**src/rtl/preload_pkg.sv**
```systemverilog
package preload_pkg;

    typedef enum logic [2:0] {
        ST_CHECK = 3'd0,
        ST_LOAD  = 3'd1,
        ST_WRITE = 3'd2,
        ST_DONE  = 3'd3,
        ST_FAULT = 3'd4
    } ld_state_e;

    typedef struct packed {
        logic fault;
        logic empty;
    } len_verdict_t;

    // Judge a captured byte length against block granularity and address reach.
    function automatic len_verdict_t judge_length(
        input logic [63:0] len_bytes,
        input logic [63:0] blk_bytes,
        input logic [63:0] line_bytes,
        input logic [63:0] max_lines
    );
        len_verdict_t v;
        v.fault = ((len_bytes % blk_bytes) != 64'd0) ||
                  ((len_bytes / line_bytes) > max_lines);
        v.empty = (len_bytes == 64'd0);
        return v;
    endfunction

endpackage

```
**src/rtl/preload_line_packer.sv**
```systemverilog
module preload_line_packer #(
    parameter int WORD_W         = 32,
    parameter int WORDS_PER_LINE = 8,
    localparam int LINE_W        = WORD_W * WORDS_PER_LINE,
    localparam int IDX_W         = (WORDS_PER_LINE > 1) ? $clog2(WORDS_PER_LINE) : 1
) (
    input  logic              clk,
    input  logic              rst,
    input  logic              push,
    input  logic [WORD_W-1:0] word,
    output logic [LINE_W-1:0] line,
    output logic              line_full
);
    logic [IDX_W-1:0] slot_q;
    logic             at_last;

    assign at_last   = (slot_q == IDX_W'(WORDS_PER_LINE - 1));
    assign line_full = push && at_last;

    always_ff @(posedge clk) begin
        if (rst) begin
            slot_q <= '0;
        end else if (push) begin
            slot_q <= at_last ? '0 : slot_q + IDX_W'(1);
        end
    end

    for (genvar g = 0; g < WORDS_PER_LINE; g++) begin : g_slot
        always_ff @(posedge clk) begin
            if (rst) begin
                line[g*WORD_W +: WORD_W] <= '0;
            end else if (push && (slot_q == IDX_W'(g))) begin
                line[g*WORD_W +: WORD_W] <= word;
            end
        end
    end
endmodule

```
**src/rtl/preload_sequencer.sv**
```systemverilog
module preload_sequencer
    import preload_pkg::*;
#(
    parameter int LEN_W       = 24,
    parameter int ADDR_W      = 17,
    parameter int LINE_BYTES  = 32,
    parameter int BLOCK_BYTES = 256,
    localparam int LINE_SHIFT = $clog2(LINE_BYTES),
    localparam int CNT_W      = ADDR_W + 1
) (
    input  logic              clk,
    input  logic              rst,
    input  logic [LEN_W-1:0]  len_i,
    input  logic              line_full,
    output logic              ready,
    output logic              we,
    output logic [ADDR_W-1:0] addr,
    output logic              freeze,
    output logic              cfg_err
);
    ld_state_e      state_q;
    logic [LEN_W-1:0] len_q;
    logic [CNT_W-1:0] cnt_q;
    logic [LEN_W-1:0] end_lines;
    logic             final_line;
    len_verdict_t   verdict;

    assign end_lines  = len_q >> LINE_SHIFT;
    assign final_line = ((LEN_W'(cnt_q) + LEN_W'(1)) == end_lines);
    assign verdict    = judge_length(64'(len_q), 64'(BLOCK_BYTES),
                                     64'(LINE_BYTES), 64'(1) << ADDR_W);

    always_ff @(posedge clk) begin
        if (rst) begin
            state_q <= ST_CHECK;
            len_q   <= len_i;
            cnt_q   <= '0;
        end else begin
            unique case (state_q)
                ST_CHECK: begin
                    if (verdict.fault)      state_q <= ST_FAULT;
                    else if (verdict.empty) state_q <= ST_DONE;
                    else                    state_q <= ST_LOAD;
                end
                ST_LOAD: begin
                    if (line_full) state_q <= ST_WRITE;
                end
                ST_WRITE: begin
                    cnt_q   <= cnt_q + CNT_W'(1);
                    state_q <= final_line ? ST_DONE : ST_LOAD;
                end
                ST_DONE:  state_q <= ST_DONE;
                ST_FAULT: state_q <= ST_FAULT;
                default:  state_q <= ST_FAULT;
            endcase
        end
    end

    assign ready   = (state_q == ST_LOAD);
    assign we      = (state_q == ST_WRITE);
    assign addr    = cnt_q[ADDR_W-1:0];
    assign freeze  = (state_q != ST_DONE);
    assign cfg_err = (state_q == ST_FAULT);
endmodule

```
**src/rtl/preload_streamer.sv**
```systemverilog
module preload_streamer #(
    parameter int WORD_W         = 32,
    parameter int WORDS_PER_LINE = 8,
    parameter int ADDR_W         = 17,
    parameter int LEN_W          = 24,
    parameter int BLOCK_BYTES    = 256,
    localparam int LINE_W        = WORD_W * WORDS_PER_LINE,
    localparam int LINE_BYTES    = LINE_W / 8
) (
    input  logic              clk,
    input  logic              rst,
    input  logic [LEN_W-1:0]  img_len_i,
    input  logic              s_valid_i,
    input  logic [WORD_W-1:0] s_data_i,
    output logic              s_ready_o,
    output logic              sram_we_o,
    output logic [ADDR_W-1:0] sram_addr_o,
    output logic [LINE_W-1:0] sram_wdata_o,
    output logic              freeze_o,
    output logic              cfg_err_o
);
    logic push;
    logic line_full;

    assign push = s_valid_i && s_ready_o;

    preload_line_packer #(
        .WORD_W         (WORD_W),
        .WORDS_PER_LINE (WORDS_PER_LINE)
    ) u_packer (
        .clk       (clk),
        .rst       (rst),
        .push      (push),
        .word      (s_data_i),
        .line      (sram_wdata_o),
        .line_full (line_full)
    );

    preload_sequencer #(
        .LEN_W       (LEN_W),
        .ADDR_W      (ADDR_W),
        .LINE_BYTES  (LINE_BYTES),
        .BLOCK_BYTES (BLOCK_BYTES)
    ) u_seq (
        .clk       (clk),
        .rst       (rst),
        .len_i     (img_len_i),
        .line_full (line_full),
        .ready     (s_ready_o),
        .we        (sram_we_o),
        .addr      (sram_addr_o),
        .freeze    (freeze_o),
        .cfg_err   (cfg_err_o)
    );
endmodule

```
**config.mk**
```make
export PLATFORM = sky130hd
export DESIGN_NAME = preload_streamer
export DESIGN_NICKNAME = d
export VERILOG_FILES = /design/src/rtl/preload_pkg.sv /design/src/rtl/preload_line_packer.sv /design/src/rtl/preload_sequencer.sv /design/src/rtl/preload_streamer.sv
export SDC_FILE = /design/constraint.sdc
export NUM_CORES = 1
export LEC_CHECK = 0
export BUFFER_PORTS_ARGS = -buffer_cell sky130_fd_sc_hd__buf_4
export CAP_MARGIN = 10
export CORE_AREA = 2 2 182 184
export CTS_BUF_LIST = sky130_fd_sc_hd__clkbuf_2 sky130_fd_sc_hd__clkbuf_4 sky130_fd_sc_hd__clkbuf_8
export DETAILED_ROUTE_END_ITERATION = 10
export DIE_AREA = 0 0 184 186
export PLACE_DENSITY = 0.65
export REMOVE_ABC_BUFFERS = 1
export SYNTH_ARGS = -nofsm -noshare
export SYNTH_HDL_FRONTEND = slang
export SYNTH_HIERARCHICAL = 1
export SYNTH_SLANG_ARGS = --single-unit
```
**constraint.sdc**
```tcl
create_clock -name clk -period 2.8 [get_ports clk]
set_clock_uncertainty 0.2 [all_clocks]
set_input_delay 0.28 -clock clk [delete_from_list [all_inputs] [get_ports clk]]
set_output_delay 0.28 -clock clk [all_outputs]
set_load 0.02 [all_outputs]
```
==> results.md <==
Min path:
- The worst min-delay path class is primary input to register.

Worst setup path:
- The largest delay contributor family on the critical path is simple AND/OR/NAND/NOR gates.
- Counting both buffers and inverters, the worst setup path holds a total of 3.
- The worst setup path is of the register to output pin kind.
- The delay of the slowest critical-path stage is 530 ps.
- The largest driver fanout on the critical path is 12.
- STA classifies the critical path startpoint as a register.
- The data arrival at the endpoint of the critical path is 2010 ps.
- The element type at the critical path end is an output pin.
- The cell type of the slowest stage on the worst timing path is sky130_fd_sc_hd__or3_1.
- The critical path goes through inv_1 > or3_1 > inv_2 > buf_4.
- For the worst setup path, the data required time is 2320 ps.

STA:
- The total setup violations reported at the end of the flow is 0.
- In this run the tightest slew margin relative to its limit is 44.0%.
- For the finished layout, the period the worst path requires is 2490 ps.
- At the pin with the least slew margin, the transition time is 841 ps.
- The number of pins exceeding their max-slew limit in the final report is 0.
- The smallest setup slack after layout is 315 ps.
- The worst path uses 88.8% of the clock period.
- The number of hold-slack violations in the final timing report came to 0.
- Setup repair after global routing left no endpoint under its margin.
- Static timing analysis puts the maximum clock frequency at 402 MHz.

Logic synthesis:
- In this run, distinct cell masters in the synthesized netlist total 60.
- The cell count after synthesis is 1233.
- After synthesis, the cell types taking the most area are sky130_fd_sc_hd__dfxtp_1, sky130_fd_sc_hd__mux2i_1, sky130_fd_sc_hd__nand2b_1.
- The sequential element share of the synthesized area is 48.4%.
- Averaged over all synthesized cells, the footprint is 10.6 sq um.
- The share of the synthesized area in the top cell type is 42.9%.
- The cell type with the highest aggregate area in the netlist is sky130_fd_sc_hd__dfxtp_1.
- During synthesis, Yosys emitted a total of 6 warnings.
- For this run, the leading register cell type out of synthesis is sky130_fd_sc_hd__dfxtp_1.
- The flop and latch count out of synthesis is 304.
- The share of synthesized flip-flops with an asynchronous set or reset is 0%.
- The cell area that synthesis handed to floorplanning was 0.0131 sq mm.
- The count of flip-flops with a built-in enable after synthesis is 24.

Floorplan:
- 336 I/O pins were placed.
- The die area is 0.0342 sq mm.
- The die extent in x is 184 um.
- The starting density of the core is 40.5%.
- The core region is 0.0322 sq mm.
- In this run the core area contains 66 standard-cell rows.
- The die is 186 um tall.

Placement:
- After legalization and detailed placement, the total HPWL measured 25500 um.
- The quantity of I/O buffers inserted on ports is 335.
- The worst setup slack after placement is 286 ps.
- At the end of routability-driven placement, the weighted congestion stood at 0.908.

Pwr:
- The peak supply drop is 382 uV.
- Dividing total power by cell area gives a power density of 533 mW/mm^2.
- The part of the total power dissipated in the clock network is 48.1%.
- Sequential cells account for 47.8% of the total power.
- The share of total power in combinational logic is 4.0%.
- The final total power is 9.30 mW.
- The cell-internal power is 7.23 mW.
- For this design the static power due to leakage is 8.07 nW.
- Net switching is 22.2% of the power.
- The reported net switching power is 2.07 mW.

Clocking:
- The clock insertion delay at the later pin of the skew report is 570 ps.
- The H-tree depth is 2.
- The post-CTS setup-driven buffer insertion count is 0.
- The maximum buffer depth of the clock tree is 3.
- In this run, CTS created clock tree buffers numbering 53.
- The total clock sinks is 304.
- The CTS clock-pin slew for the worst setup and hold paths is 60 ps.
- The clock tree from TritonCTS is done.
- The tree is rooted in a sky130_fd_sc_hd__clkbuf_8.

Drt:
- The number of DRC violations after detailed routing is 0.
- The count of nets left with antenna violations once routing finished came out at 0.
- The overall via count from detail_route is 10300.
- The average vias per placed instance is 5.03.
- For this block, the initial DRC count from the detailed router was 479.
- Dividing the detail-routed wire length by the instance count gives 18.9 um.
- The first detailed-routing pass took 5 iterations.
- The detailed-route wire length is 38700 um.

Final layout:
- The area growth from synthesis to layout is 33.6%.
- The net count of the finished layout is 1661.
- Leaving out fill and tap cells, the most frequent cells in the layout are sky130_fd_sc_hd__buf_4, sky130_fd_sc_hd__dfxtp_1, sky130_fd_sc_hd__nand2b_1, sky130_fd_sc_hd__mux2i_1, sky130_fd_sc_hd__a21oi_1.
- The ratio of cells with drive above 1 in the final layout is 33.6%.
- The commonest non-fill, non-tap cell in the layout is sky130_fd_sc_hd__buf_4.
- The count of antenna diodes in the layout is 0.

GRT:
- The maximum number of pins on one net before global-route repair is 120.
- The total track usage is 21.6%.
- The global-route wire length before repair is 57800 um.
- The number of global-route vias before repair is 10000.
- Global routing finished with a remaining overflow of 0.
- The initial antenna violation count is 0.

Outcome:
- The run finished with clean final reports.

Job:
- Max-cap violations in this run came to 0.
## per-layer routing
metal	vias to the layer above	GRT usage (%)	wire [um]
met5	-	0	0
met4	0	5.66	720
met3	56	8.71	3620
met2	326	35.6	18400
met1	4950	26.2	16000
li1	4960	-	-
## synthesized netlist by cell type (all sizes together), types with 4 or more instances
master,number
nand3b,4
nor4,6
ha,7
mux2i,197
nor3,7
a21oi,80
nand2b,228
a21bo,64
nand3,74
nand2,11
xnor2,16
edfxtp,24
nor2,19
o211ai,4
dfxtp,280
buf,74
nand4,9
inv,11
o21ai,15
xor2,10
or3,13
clkbuf,39
## repair_timing
item	CTS	global route
gates resized for setup	0	1
endpoints found under the setup margin	0	1
hold endpoints to repair	268	0
hold buffers	57	0
## cell type report
class	count	area [sq um]
fillers	2872	14800
clock buffers	92	1130
well taps	408	510
flip-flops and latches	304	6330
inverters	11	41.3
clock inverters	7	75.1
repair buffers	420	3350
multi-input cells	805	6010
## flip-flops by register name (all words and copies together), names as in the netlist
signal	flops
u_seq/cnt_q	18
u_seq/state_q	3
u_seq/len_q	24
u_packer/line	256
u_packer/slot_q	3
## per-stage QoR
step	instance area (sq um)	TNS, ps	hold WS (ps)	std cells	util, %
2_1_floorplan	12400	-625900	149	1120	-
3_3_place_gp	15700	0	259	1891	48.6
3_5_place_dp	15700	0	259	1891	48.6
4_1_cts	17400	0	188	2047	54.1
5_1_grt	17400	0	215	2047	54.2
6_report	17400	0	225	2047	54.2
## path summary, 6_finish.rpt
path	cells past startpoint	to	slack [ps]	from
worst max-delay path	4	sram_we_o	310	u_seq/state_q[1]$_SDFFE_PP0P_
worst min-delay path	5	u_packer/line[231]$_SDFFE_PP0P_	220	s_valid_i
worst max register to register	6	u_seq/state_q[1]$_SDFFE_PP0P_	360	u_seq/cnt_q[13]$_SDFFE_PP0P_
worst min register to register	2	u_packer/line[53]$_SDFFE_PP0P_	270	u_packer/line[53]$_SDFFE_PP0P_
## power groups by stage
stage	clock, mW	combinational [mW]	sequential (mW)
floorplan	0	0.127	4.53
global placement	0	0.311	4.54
detailed placement	0	0.310	4.54
CTS	4.60	0.377	4.45
global route	4.80	0.405	4.45
finish	4.48	0.376	4.45
## cells by family (layout without fill, tap and decap cells)
logic type                 after synthesis  after routing  synth area share (%)
and+or+nand+nor                        393            393                  18.4
DFF                                    304            304                  48.4
AOI/OAI and AO/OA                      182            182                  10.0
xor gates and xnor gates                26             26                  1.74
muxes                                  197            197                  15.1
adders and majority gates                7              7                 0.671
buffers and inverters                  124            530                  5.62
## worst min-delay path: stages
cell and delay (ps):
sky130_fd_sc_hd__buf_4 120, sky130_fd_sc_hd__and2_4 150, sky130_fd_sc_hd__buf_4 230, sky130_fd_sc_hd__nand3_1 100, sky130_fd_sc_hd__a21oi_1 60
Note: power is estimated with default switching activity, not from simulation.
